==> src/rtl/tap_pkg.sv <==
`timescale 1ns/1ps
package tap_pkg;

    localparam int IR_W = 2;
    localparam int ID_W = 32;

    typedef enum logic [3:0] {
        ST_TLR, ST_RTI,
        ST_SEL_DR, ST_CAP_DR, ST_SH_DR, ST_EX1_DR, ST_PA_DR, ST_EX2_DR, ST_UPD_DR,
        ST_SEL_IR, ST_CAP_IR, ST_SH_IR, ST_EX1_IR, ST_PA_IR, ST_EX2_IR, ST_UPD_IR
    } tap_state_e;

    typedef enum logic [IR_W-1:0] {
        INS_EXTEST = 2'b00,
        INS_SAMPLE = 2'b01,
        INS_IDCODE = 2'b10,
        INS_BYPASS = 2'b11
    } tap_instr_e;

    localparam logic [IR_W-1:0] IR_CAPTURE = 2'b01;

    typedef struct packed {
        logic capture;
        logic shift;
        logic update;
    } scan_ctl_t;

    function automatic tap_state_e tap_next(input tap_state_e s, input logic tms);
        case (s)
            ST_TLR:    return tms ? ST_TLR    : ST_RTI;
            ST_RTI:    return tms ? ST_SEL_DR : ST_RTI;
            ST_SEL_DR: return tms ? ST_SEL_IR : ST_CAP_DR;
            ST_CAP_DR: return tms ? ST_EX1_DR : ST_SH_DR;
            ST_SH_DR:  return tms ? ST_EX1_DR : ST_SH_DR;
            ST_EX1_DR: return tms ? ST_UPD_DR : ST_PA_DR;
            ST_PA_DR:  return tms ? ST_EX2_DR : ST_PA_DR;
            ST_EX2_DR: return tms ? ST_UPD_DR : ST_SH_DR;
            ST_UPD_DR: return tms ? ST_SEL_DR : ST_RTI;
            ST_SEL_IR: return tms ? ST_TLR    : ST_CAP_IR;
            ST_CAP_IR: return tms ? ST_EX1_IR : ST_SH_IR;
            ST_SH_IR:  return tms ? ST_EX1_IR : ST_SH_IR;
            ST_EX1_IR: return tms ? ST_UPD_IR : ST_PA_IR;
            ST_PA_IR:  return tms ? ST_EX2_IR : ST_PA_IR;
            ST_EX2_IR: return tms ? ST_UPD_IR : ST_SH_IR;
            ST_UPD_IR: return tms ? ST_SEL_DR : ST_RTI;
            default:   return ST_TLR;
        endcase
    endfunction

    function automatic logic is_boundary(input tap_instr_e i);
        return (i == INS_EXTEST) || (i == INS_SAMPLE);
    endfunction

endpackage

==> src/rtl/tap_fsm.sv <==
`timescale 1ns/1ps
module tap_fsm
    import tap_pkg::*;
(
    input  logic       tck,
    input  logic       trst,
    input  logic       tms,
    output tap_state_e state,
    output logic       in_reset,
    output scan_ctl_t  ir_ctl,
    output scan_ctl_t  dr_ctl
);

    always_ff @(posedge tck or posedge trst) begin
        if (trst) state <= ST_TLR;
        else      state <= tap_next(state, tms);
    end

    always_comb begin
        in_reset       = (state == ST_TLR);
        ir_ctl.capture = (state == ST_CAP_IR);
        ir_ctl.shift   = (state == ST_SH_IR);
        ir_ctl.update  = (state == ST_UPD_IR);
        dr_ctl.capture = (state == ST_CAP_DR);
        dr_ctl.shift   = (state == ST_SH_DR);
        dr_ctl.update  = (state == ST_UPD_DR);
    end

endmodule

==> src/rtl/tap_ir.sv <==
`timescale 1ns/1ps
module tap_ir
    import tap_pkg::*;
(
    input  logic       tck,
    input  logic       trst,
    input  logic       in_reset,
    input  scan_ctl_t  ctl,
    input  logic       tdi,
    output tap_instr_e instr,
    output logic       ir_lsb
);

    logic [IR_W-1:0] ir_sh;

    always_ff @(posedge tck or posedge trst) begin
        if (trst) begin
            ir_sh <= IR_CAPTURE;
            instr <= INS_IDCODE;
        end else begin
            if (ctl.capture)    ir_sh <= IR_CAPTURE;
            else if (ctl.shift) ir_sh <= {tdi, ir_sh[IR_W-1:1]};

            if (in_reset)        instr <= INS_IDCODE;
            else if (ctl.update) instr <= tap_instr_e'(ir_sh);
        end
    end

    assign ir_lsb = ir_sh[0];

endmodule

==> src/rtl/tap_dr.sv <==
`timescale 1ns/1ps
module tap_dr
    import tap_pkg::*;
#(
    parameter int          NUM_IN   = 4,
    parameter int          NUM_OUT  = 4,
    parameter logic [31:0] ID_VALUE = 32'h5A3C_9E16
) (
    input  logic               tck,
    input  logic               trst,
    input  tap_instr_e         instr,
    input  scan_ctl_t          ctl,
    input  logic               tdi,
    input  logic [NUM_IN-1:0]  pin_in,
    input  logic [NUM_OUT-1:0] core_out,
    output logic               dr_lsb,
    output logic [NUM_OUT-1:0] latch_q
);

    localparam int BSR_LEN = NUM_IN + NUM_OUT;
    localparam logic [ID_W-1:0] ID_CAPTURE = ID_VALUE | 32'd1;

    logic [BSR_LEN-1:0] bsr_q;
    logic [ID_W-1:0]    id_q;
    logic               byp_q;
    logic               sel_bsr;

    assign sel_bsr = is_boundary(instr);

    always_ff @(posedge tck or posedge trst) begin
        if (trst) begin
            bsr_q <= '0;
        end else if (sel_bsr) begin
            if (ctl.capture)    bsr_q <= {core_out, pin_in};
            else if (ctl.shift) bsr_q <= {tdi, bsr_q[BSR_LEN-1:1]};
        end
    end

    always_ff @(posedge tck or posedge trst) begin
        if (trst) begin
            latch_q <= '0;
        end else if (sel_bsr && ctl.update) begin
            latch_q <= bsr_q[BSR_LEN-1:NUM_IN];
        end
    end

    always_ff @(posedge tck or posedge trst) begin
        if (trst) begin
            id_q <= '0;
        end else if (instr == INS_IDCODE) begin
            if (ctl.capture)    id_q <= ID_CAPTURE;
            else if (ctl.shift) id_q <= {tdi, id_q[ID_W-1:1]};
        end
    end

    always_ff @(posedge tck or posedge trst) begin
        if (trst) begin
            byp_q <= 1'b0;
        end else if (instr == INS_BYPASS) begin
            if (ctl.capture)    byp_q <= 1'b0;
            else if (ctl.shift) byp_q <= tdi;
        end
    end

    always_comb begin
        case (instr)
            INS_IDCODE: dr_lsb = id_q[0];
            INS_BYPASS: dr_lsb = byp_q;
            default:    dr_lsb = bsr_q[0];
        endcase
    end


    latch_only_in_update_chk: assert property (@(posedge tck) disable iff (trst)
        (latch_q != $past(latch_q)) |-> $past(ctl.update));


    bypass_capture_zero_chk: assert property (@(posedge tck) disable iff (trst)
        (ctl.capture && instr == INS_BYPASS) |=> (byp_q == 1'b0));

endmodule

==> src/rtl/scan_tap.sv <==
`timescale 1ns/1ps
module scan_tap
    import tap_pkg::*;
#(
    parameter int          NUM_IN   = 4,
    parameter int          NUM_OUT  = 4,
    parameter logic [31:0] ID_VALUE = 32'h5A3C_9E16
) (
    input  logic               tck,
    input  logic               trst,
    input  logic               tms,
    input  logic               tdi,
    output logic               tdo,
    output logic               tdo_oe,
    input  logic [NUM_IN-1:0]  pin_in,
    input  logic [NUM_OUT-1:0] core_out,
    output logic [NUM_OUT-1:0] pin_out
);

    tap_state_e         state;
    logic               in_reset;
    scan_ctl_t          ir_ctl;
    scan_ctl_t          dr_ctl;
    tap_instr_e         instr;
    logic               ir_lsb;
    logic               dr_lsb;
    logic [NUM_OUT-1:0] latch_q;

    tap_fsm u_fsm (
        .tck      (tck),
        .trst     (trst),
        .tms      (tms),
        .state    (state),
        .in_reset (in_reset),
        .ir_ctl   (ir_ctl),
        .dr_ctl   (dr_ctl)
    );

    tap_ir u_ir (
        .tck      (tck),
        .trst     (trst),
        .in_reset (in_reset),
        .ctl      (ir_ctl),
        .tdi      (tdi),
        .instr    (instr),
        .ir_lsb   (ir_lsb)
    );

    tap_dr #(
        .NUM_IN   (NUM_IN),
        .NUM_OUT  (NUM_OUT),
        .ID_VALUE (ID_VALUE)
    ) u_dr (
        .tck      (tck),
        .trst     (trst),
        .instr    (instr),
        .ctl      (dr_ctl),
        .tdi      (tdi),
        .pin_in   (pin_in),
        .core_out (core_out),
        .dr_lsb   (dr_lsb),
        .latch_q  (latch_q)
    );

    for (genvar g = 0; g < NUM_OUT; g++) begin : g_out_cell
        assign pin_out[g] = (instr == INS_EXTEST) ? latch_q[g] : core_out[g];
    end

    always_ff @(negedge tck or posedge trst) begin
        if (trst) begin
            tdo    <= 1'b1;
            tdo_oe <= 1'b0;
        end else if (state == ST_SH_IR) begin
            tdo    <= ir_lsb;
            tdo_oe <= 1'b1;
        end else if (state == ST_SH_DR) begin
            tdo    <= dr_lsb;
            tdo_oe <= 1'b1;
        end else begin
            tdo    <= 1'b1;
            tdo_oe <= 1'b0;
        end
    end


    ir_only_in_update_chk: assert property (@(posedge tck) disable iff (trst)
        (instr != $past(instr)) |-> ($past(state) == ST_UPD_IR || $past(state) == ST_TLR));


    reset_state_idcode_chk: assert property (@(posedge tck) disable iff (trst)
        (state == ST_TLR) |=> (instr == INS_IDCODE));


    tdo_oe_in_shift_chk: assert property (@(posedge tck) disable iff (trst)
        tdo_oe |-> (state == ST_SH_IR || state == ST_SH_DR));


    tdo_idle_chk: assert property (@(posedge tck) disable iff (trst)
        !tdo_oe |-> tdo);

endmodule

==> config.mk <==
export PLATFORM = sky130hd
export DESIGN_NAME = scan_tap
export DESIGN_NICKNAME = d
export VERILOG_FILES = /design/src/rtl/tap_pkg.sv /design/src/rtl/tap_fsm.sv /design/src/rtl/tap_ir.sv /design/src/rtl/tap_dr.sv /design/src/rtl/scan_tap.sv
export SDC_FILE = /design/constraint.sdc
export NUM_CORES = 1
export LEC_CHECK = 0
export CAP_MARGIN = 20
export CORE_MARGIN = 5
export CORE_UTILIZATION = 56
export DETAILED_ROUTE_END_ITERATION = 12
export DONT_BUFFER_PORTS = 1
export PLACE_DENSITY_LB_ADDON = 0.08
export RECOVER_POWER = 50
export SYNTH_ARGS = -nofsm -noshare
export SYNTH_HDL_FRONTEND = slang
export SYNTH_SLANG_ARGS = --single-unit
==> constraint.sdc <==
create_clock -name tck -period 1.8 [get_ports tck]
set_clock_uncertainty 0.1 [all_clocks]
set_input_delay 0.18 -clock tck [delete_from_list [all_inputs] [get_ports tck]]
set_output_delay 0.18 -clock tck [all_outputs]
set_load 0.005 [all_outputs]
==> results.py, run 1 <==
metrics = {
    "outcome": {
        "run_status": "finished, violations left",
        "violations_in_the_final_reports": "negative setup slack",
    },
    "die": {
        "start_util_pct": 59.2,
        "std_cell_rows": 23,
        "die_h_um": 75.7,
        "io_pins": 18,
        "dieWidth_um": 75.7,
        "die_area_mm2": 0.00573,
        "placeableCoreArea_mm2": 0.00409,
    },
    "placed_design": {
        "dpl.cell_count": 275,
        "gpl.final_weighted_congestion": 0.838,
        "dp.final_hpwl_mm": 3.29,
        "placement.cell_area_mm2": 0.00261,
        "port-buffer-count": 0,
        "place_worst_setup_slack_ns": -0.245,
    },
    "power": {
        "power_density_over_the_cells_mw_per_mm2": 1690,
        "p_leak_nw": 1.25,
        "power.ir.vdd_worst_mv": 1.16,
    },
    "cts": {
        "cts_sinks": 55,
        "htreeDepth": 2,
        "ctsLongestPathBuffers": 2,
        "clock_transition_at_the_registers_of_the_reported_paths_ns": 0.09,
        "cts_root_buf": "clkbuf_8",
        "tritoncts": "yes",
        "clk_latency_ns": 0.31,
        "clock_buffers_created_by_tritoncts": 5,
    },
    "timing": {
        "setup-violations-final": 22,
        "hold_violations": 0,
        "timing.slew.headroom_pct": 39.8,
        "final.setup.tns_ns": -1.37,
        "setup_repair_after_global_routing_missed_its_margin": "true",
        "hold_slack_ns": 0.00977,
        "worst-slew-pin-transition_ns": 0.903,
        "final_max_slew_viol_count": 0,
        "fin_ws_ns": -0.282,
    },
    "synth": {
        "synth_async_sr_flop_share_pct": 100,
        "synthCells": 218,
        "synth_flop_cell": "dfrtp_1",
        "synthesis.nets": 230,
        "synth.avg_cell_area_um2": 11.1,
        "synth-seq-area-share_pct": 57.1,
        "syn_area_mm2": 0.00242,
        "synthesis.yosys.warnings": 0,
        "number_of_synthesized_flops_with_an_enable_pin": 0,
        "synth-seq-cells": 55,
        "synth_cell_type_count": 40,
    },
    "global_routing": {
        "grtUsageTotal_pct": 21.1,
        "grt_max_degree": 39,
        "vias_in_the_first_global_route": 1836,
        "grt_antenna_before_repair": 0,
        "wire_length_of_the_first_global_routing_pass_mm": 9.00,
        "grt_overflow_total": 0,
    },
    "layout": {
        "num-nets-final": 262,
        "layoutNonFillerInstCount": 301,
        "drive_above_1_share_pct": 25.1,
        "postLayoutCellArea_mm2": 0.00299,
        "area.growth.synth_to_final_pct": 23.8,
        "antennaDiodeCount": 0,
    },
    "critical_path": {
        "timing.critical_path.fanout_max": 1,
        "timing_worst_setup_path_type": "reg -> out",
        "timing.critical_path.required_ns": 1.52,
        "setup.worst_path.end_class": "primary output",
        "worst_setup_path_start_kind": "flop",
        "critical_path_arrival_ns": 1.80,
    },
    "job": {
        "max_cap_viol_count": 0,
    },
    "drt": {
        "vias": 1828,
        "route.final.wire_length_mm": 5.27,
        "detail_route.first_pass.iterations": 4,
        "drtAntennaViolNets": 0,
        "detail_route.drc_violations": 0,
        "post_dr_wirelength_cell_um": 17.5,
        "route.detailed.vias_per_inst": 6.07,
        "dr.first_iter.drc_count": 91,
    },
    "min_path": {
        "worst_min_delay_path_class": "in -> reg",
    },
}
==> cells by family after synthesis <==
kind of cell              synth area share, %
DFF                                      57.1
AOI/OAI and AO/OA                        20.4
buffers and inverters                    3.98
xor gates and xnor gates                0.362
and+or+nand+nor                          13.6
muxes                                    4.56
==> report_power, final <==
part / switching, W / internal (W) / total [W] / leakage (nW)
combinational: 0.00110 / 0.00117 / 0.00227 / 0.570
sequential: 0.000323 / 0.00174 / 0.00207 / 0.628
clock: 0.000397 / 0.000319 / 0.000715 / 0.0538
total: 0.00182 / 0.00324 / 0.00505 / 1.25
==> synthesized netlist by cell type, types with 5 or more instances <==
library cell | number | area, um^2
dfrtp_1 | 51 | 1280
nand2_1 | 31 | 116
o22a_1 | 17 | 149
a22o_1 | 14 | 123
nor2_1 | 13 | 48.8
a21oi_1 | 8 | 40.0
a31oi_1 | 8 | 50.1
mux2_2 | 8 | 90.1
o21ai_0 | 8 | 40.0
clkbuf_1 | 6 | 22.5
buf_2 | 5 | 25.0
nor3_1 | 5 | 25.0
==> flip-flops by register name (all words and copies together), names as in the netlist <==
name          count
u_ir.ir_sh        2
u_dr.latch_q      4
u_dr.bsr_q        8
tdo_oe            1
u_dr.byp_q        1
u_fsm.state       4
u_dr.id_q        32
u_ir.instr        2
tdo               1
==> routing by layer <==
layer  GRT usage (%)  wire (um)
met1            27.8       2240
met2            35.1       2720
met3            3.96        194
met4            7.18        120
met5               0          0
==> area by class of cell <==
| cell class | count | area (um^2) |
|---|---|---|
| Fill cell | 282 | 1090 |
| Clock buffer | 7 | 86.3 |
| Multi-Input combinational cell | 143 | 991 |
| Clock inverter | 2 | 12.5 |
| Timing Repair Buffer | 41 | 447 |
| Tap cell | 50 | 62.6 |
| Inverter | 3 | 12.5 |
| Sequential cell | 55 | 1380 |
==> through the flow <==
stage	power, W	util [%]
final	0.00505	73.2
after global routing	0.00539	73.2
after CTS	0.00496	72.3
after detailed placement	0.00402	63.9
after global placement	0.00390	63.9
after floorplan	0.00342	-
==> timing repair <==
item,CTS,global route
gates resized for setup,14,11
buffers inserted,5,1
cloned,1,0
pin swaps,4,2
setup endpoints to repair,43,48
hold buffers,11,0
hold endpoints to repair,66,0
==> path summary, 6_finish.rpt <==
kind	startpoint	cells past startpoint	endpoint	slack (ns)
worst max-delay path	tdo	0	tdo	-0.28
worst min-delay path	tms	3	u_fsm.state[1]	0.01
worst max register to register	u_fsm.state[0]	2	tdo_oe	-0.24
worst min register to register	u_dr.id_q[13]	1	u_dr.id_q[12]	0.40
max in group asynchronous	trst	2	tdo	0.42
min in group asynchronous	trst	3	u_dr.latch_q[3]	0.56
==> cells in the final DEF, fill, tap and decap left out, types with 6 or more instances in the layout <==
cell / count
clkbuf_8: 6
a31oi_1: 7
a21oi_1: 8
buf_12: 6
dlygate4sd3_1: 11
mux2_2: 8
dfrtp_1: 51
a22o_1: 14
nand2_1: 31
buf_6: 6
o22a_1: 17
buf_4: 15
nor2_1: 9
(Power assumes the default switching activity.)
==> run 2: changes to the inputs <==
- RECOVER_POWER: 50 -> default
==> results.py, run 2 (synthesized netlist as in run 1, its figures left out) <==
metrics = {
    "timing": {
        "setup-violations-final": 21,
        "setup_repair_after_global_routing_missed_its_margin": "true",
        "fin_ws_ns": -0.285,
        "final_max_slew_viol_count": 0,
        "hold_violations": 0,
        "timing.slew.headroom_pct": 69.5,
        "worst-slew-pin-transition_ns": 0.458,
    },
    "layout": {
        "leading_cell_types_in_the_layout_fill_and_taps_excluded": "51 x dfrtp_1, 31 x nand2_1, 17 x o22a_1, 17 x buf_4, 14 x a22o_1",
        "largest_register_ffs": 32,
        "area.growth.synth_to_final_pct": 24.1,
        "drive_above_1_share_pct": 25.5,
        "postLayoutCellArea_mm2": 0.00300,
        "reg.largest.list": "u_dr.id_q: 32 flops, u_dr.bsr_q: 8 flops",
        "antennaDiodeCount": 0,
        "num-nets-final": 262,
        "largest_register": "u_dr.id_q",
        "layout.cells.most_common": "dfrtp_1",
    },
    "outcome": {
        "violations_in_the_final_reports": "negative setup slack",
        "run_status": "finished, violations left",
    },
    "die": {
        "std_cell_rows": 23,
        "die_h_um": 75.7,
        "placeableCoreArea_mm2": 0.00409,
        "die_area_mm2": 0.00573,
        "io_pins": 18,
        "start_util_pct": 59.2,
        "dieWidth_um": 75.7,
    },
    "cts": {
        "cts_sinks": 55,
        "clock_buffers_created_by_tritoncts": 5,
        "tritoncts": "yes",
        "ctsLongestPathBuffers": 2,
        "clock_transition_at_the_registers_of_the_reported_paths_ns": 0.09,
        "htreeDepth": 2,
        "clk_latency_ns": 0.31,
        "cts_root_buf": "clkbuf_8",
    },
    "global_routing": {
        "grt_overflow_total": 0,
        "grt_antenna_before_repair": 0,
        "grtUsageTotal_pct": 21.1,
        "vias_in_the_first_global_route": 1836,
        "grt_max_degree": 39,
        "wire_length_of_the_first_global_routing_pass_mm": 9.00,
    },
    "drt": {
        "route.final.wire_length_mm": 5.27,
        "route.detailed.vias_per_inst": 6.03,
        "drtAntennaViolNets": 0,
        "dr.first_iter.drc_count": 92,
        "vias": 1814,
        "post_dr_wirelength_cell_um": 17.5,
        "detail_route.drc_violations": 0,
        "detail_route.first_pass.iterations": 4,
    },
    "job": {
        "max_cap_viol_count": 0,
    },
    "placed_design": {
        "port-buffer-count": 0,
        "placement.cell_area_mm2": 0.00261,
        "dp.final_hpwl_mm": 3.29,
        "gpl.final_weighted_congestion": 0.838,
        "place_worst_setup_slack_ns": -0.245,
    },
    "critical_path": {
        "critical_path_arrival_ns": 1.80,
        "timing_worst_setup_path_type": "reg -> out",
        "timing.critical_path.required_ns": 1.52,
        "setup.worst_path.end_class": "primary output",
        "worst_setup_path_start_kind": "flop",
        "timing.critical_path.fanout_max": 1,
    },
    "power": {
        "p_leak_nw": 1.26,
        "power_density_over_the_cells_mw_per_mm2": 1680,
        "power.ir.vdd_worst_mv": 1.17,
    },
    "min_path": {
        "worst_min_delay_path_class": "in -> reg",
    },
}
## run 2: report_power, final
group          total (W)  internal [W]  switching, W
clock network   0.000713      0.000319      0.000394
registers        0.00207       0.00174      0.000324
logic            0.00227       0.00118       0.00110
## run 2: final cells by class
type | count | area, um^2
repair buffers | 41 | 453
fillers | 279 | 1090
well taps | 50 | 62.6
flip-flops and latches | 55 | 1380
inverters | 3 | 15.0
multi-input cells | 143 | 991
clock buffers | 7 | 86.3
clock inverters | 2 | 12.5
## run 2: what timing repair did
action / in CTS / in global routing
hold buffers: 11 / 0
setup buffers: 5 / 1
hold endpoints to repair: 66 / 0
pin swaps: 4 / 2
gates resized for setup: 14 / 11
endpoints found under the setup margin: 43 / 48
cloned: 1 / 0
## run 2: worst paths after layout
kind                                   end      startpoint  cells past startpoint  slack, ns
setup / recovery                       tdo             tdo                      0      -0.28
hold / removal              u_fsm.state[3]             tms                      2       0.01
setup reg to reg                    tdo_oe  u_fsm.state[0]                      2      -0.23
hold reg to reg              u_dr.id_q[12]   u_dr.id_q[13]                      1       0.40
max in group asynchronous              tdo            trst                      2       0.42
min in group asynchronous  u_dr.latch_q[3]            trst                      3       0.32
## run 2: through the flow
stage,hold WS (ns),setup TNS (ns),total power [W],std cells,utilization (%)
2_1_floorplan,0.153,-0.612,0.00342,218,-
3_3_place_gp,0.0373,-3.33,0.00390,275,63.9
3_5_place_dp,0.0434,-4.59,0.00402,275,63.9
4_1_cts,0.0151,-1.25,0.00496,300,72.3
5_1_grt,0.0219,-3.00,0.00540,301,73.4
6_report,0.00953,-1.39,0.00505,301,73.4
## run 2: layer usage
metal | wire, um | track usage, %
met1 | 2250 | 27.8
met4 | 114 | 7.18
met2 | 2750 | 35.1
met3 | 155 | 3.96
met5 | 0 | 0
==> run 3: changes to the inputs <==
- clock period: 1.8 -> 1.9 ns (I/O delays scaled with it)
==> results.py, run 3 (synthesized netlist as in run 1, its figures left out) <==
metrics = {
    "critical_path": {
        "setup.worst_path.end_class": "primary output",
        "timing.critical_path.required_ns": 1.61,
        "worst_setup_path_start_kind": "flop",
        "timing_worst_setup_path_type": "reg -> out",
        "timing.critical_path.fanout_max": 1,
        "critical_path_arrival_ns": 1.84,
    },
    "job": {
        "max_cap_viol_count": 0,
    },
    "outcome": {
        "run_status": "finished, violations left",
        "violations_in_the_final_reports": "negative setup slack",
    },
    "timing": {
        "timing.slew.headroom_pct": 64.8,
        "worst-slew-pin-transition_ns": 0.527,
        "hold_violations": 0,
        "setup_repair_after_global_routing_missed_its_margin": "true",
        "final_max_slew_viol_count": 0,
        "fin_ws_ns": -0.226,
        "final.setup.tns_ns": -0.530,
        "setup-violations-final": 4,
    },
    "power": {
        "p_leak_nw": 1.22,
        "power_frac_clock_pct": 16.7,
        "p_switching_w": 0.00168,
        "p_seq_share_pct": 41.5,
        "p_sw_share_pct": 35.4,
        "power.ir.vdd_worst_mv": 0.908,
        "power_density_over_the_cells_mw_per_mm2": 1640,
        "internal_power_w": 0.00307,
        "combinationalPowerShare_pct": 41.9,
    },
    "placed_design": {
        "place_worst_setup_slack_ns": -0.198,
        "port-buffer-count": 0,
        "dp.final_hpwl_mm": 3.42,
        "gpl.final_weighted_congestion": 0.837,
        "placement.cell_area_mm2": 0.00259,
    },
    "drt": {
        "post_dr_wirelength_cell_um": 17.0,
        "detail_route.first_pass.iterations": 4,
        "detail_route.drc_violations": 0,
        "route.detailed.vias_per_inst": 5.95,
        "vias": 1760,
        "drtAntennaViolNets": 0,
        "dr.first_iter.drc_count": 132,
        "route.final.wire_length_mm": 5.03,
    },
    "cts": {
        "clk_latency_ns": 0.30,
        "cts_root_buf": "clkbuf_8",
        "clock_buffers_created_by_tritoncts": 5,
        "ctsLongestPathBuffers": 2,
        "clock_transition_at_the_registers_of_the_reported_paths_ns": 0.09,
        "htreeDepth": 2,
        "cts_sinks": 55,
        "tritoncts": "yes",
    },
    "die": {
        "dieWidth_um": 75.7,
        "die_area_mm2": 0.00573,
        "start_util_pct": 59.2,
        "std_cell_rows": 23,
        "placeableCoreArea_mm2": 0.00409,
        "die_h_um": 75.7,
        "io_pins": 18,
    },
    "layout": {
        "drive_above_1_share_pct": 23.6,
        "postLayoutCellArea_mm2": 0.00290,
        "number_of_fillers_in_the_final_layout": 279,
        "layout.cells.most_common": "dfrtp_1",
        "leading_cell_types_in_the_layout_fill_and_taps_excluded": "51 x dfrtp_1, 30 x nand2_1, 18 x buf_4",
        "num-nets-final": 257,
        "largest_register_ffs": 32,
        "antennaDiodeCount": 0,
        "largest_register": "u_dr.id_q",
        "reg.largest.list": "u_dr.id_q: 32 flops, u_dr.bsr_q: 8 flops",
        "area.growth.synth_to_final_pct": 19.9,
    },
    "global_routing": {
        "vias_in_the_first_global_route": 1810,
        "grt_max_degree": 45,
        "wire_length_of_the_first_global_routing_pass_mm": 8.38,
        "grtUsageTotal_pct": 19.1,
        "grt_overflow_total": 0,
        "grt_antenna_before_repair": 0,
    },
    "min_path": {
        "worst_min_delay_path_class": "in -> reg",
    },
}
-- run 3: cell types whose count changed in the layout (fill, tap and decap cells not counted), sizes merged --
cell,change
clkbuf,-2
inv,+1
bufinv,+1
clkinvlp,+1
clkinv,-1
buf,-5
-- run 3: metal layers --
metal / track usage [%] / up-vias / wire [um]
met5: 0 / - / 0
met4: 6.02 / 0 / 50
met3: 4.75 / 5 / 249
met2: 32.7 / 54 / 2660
met1: 23.8 / 865 / 2070
li1: - / 836 / -
-- run 3: worst paths after layout --
check	slack, ns	to	start	depth (start not counted)
setup / recovery	-0.23	tdo	tdo	0
hold / removal	0.03	u_fsm.state[1]	tms	3
setup reg to reg	-0.18	tdo_oe	u_fsm.state[0]	2
hold reg to reg	0.40	u_dr.id_q[0]	u_dr.id_q[1]	1
max in group asynchronous	0.32	tdo	trst	2
min in group asynchronous	0.21	u_dr.bsr_q[7]	trst	2
-- run 3: area by class of cell --
type                       instances  area [um^2]  area share, %
sequential                        55         1380           47.6
inverter                           3         15.0          0.518
multi-input combinational        143          971           33.5
clock inverter                     4         50.0           1.73
clock buffer                       5         68.8           2.37
timing repair buffer              36          350           12.1
tap                               50         62.6           2.16
-- run 3: per-stage QoR --
| stage | utilization, % | power [W] | cells | hold slack (ns) |
|---|---|---|---|---|
| floorplan | - | 0.00324 | 218 | 0.163 |
| global placement | 63.4 | 0.00365 | 274 | -0.0787 |
| detailed placement | 63.4 | 0.00378 | 274 | -0.0740 |
| CTS | 69.5 | 0.00462 | 295 | 0.0253 |
| global route | 70.9 | 0.00505 | 296 | 0.0474 |
| finish | 70.9 | 0.00475 | 296 | 0.0273 |
-- run 3: power by group through the flow --
| stage | Clock, W | Sequential, W | Combinational [W] |
|---|---|---|---|
| final | 0.000792 | 0.00197 | 0.00199 |
| after global routing | 0.000843 | 0.00202 | 0.00218 |
| after detailed placement | 0.00000659 | 0.00198 | 0.00180 |
| after floorplan | 0.00000659 | 0.00186 | 0.00137 |
| after CTS | 0.000802 | 0.00195 | 0.00186 |
| after global placement | 0.00000659 | 0.00193 | 0.00171 |
-- run 3: timing repair --
item	4_1_cts	5_1_grt
pin swaps	2	2
endpoints found under the setup margin	35	39
endpoints found under the hold margin	21	0
hold buffers	11	0
setup buffers	2	1
gates resized for setup	2	10
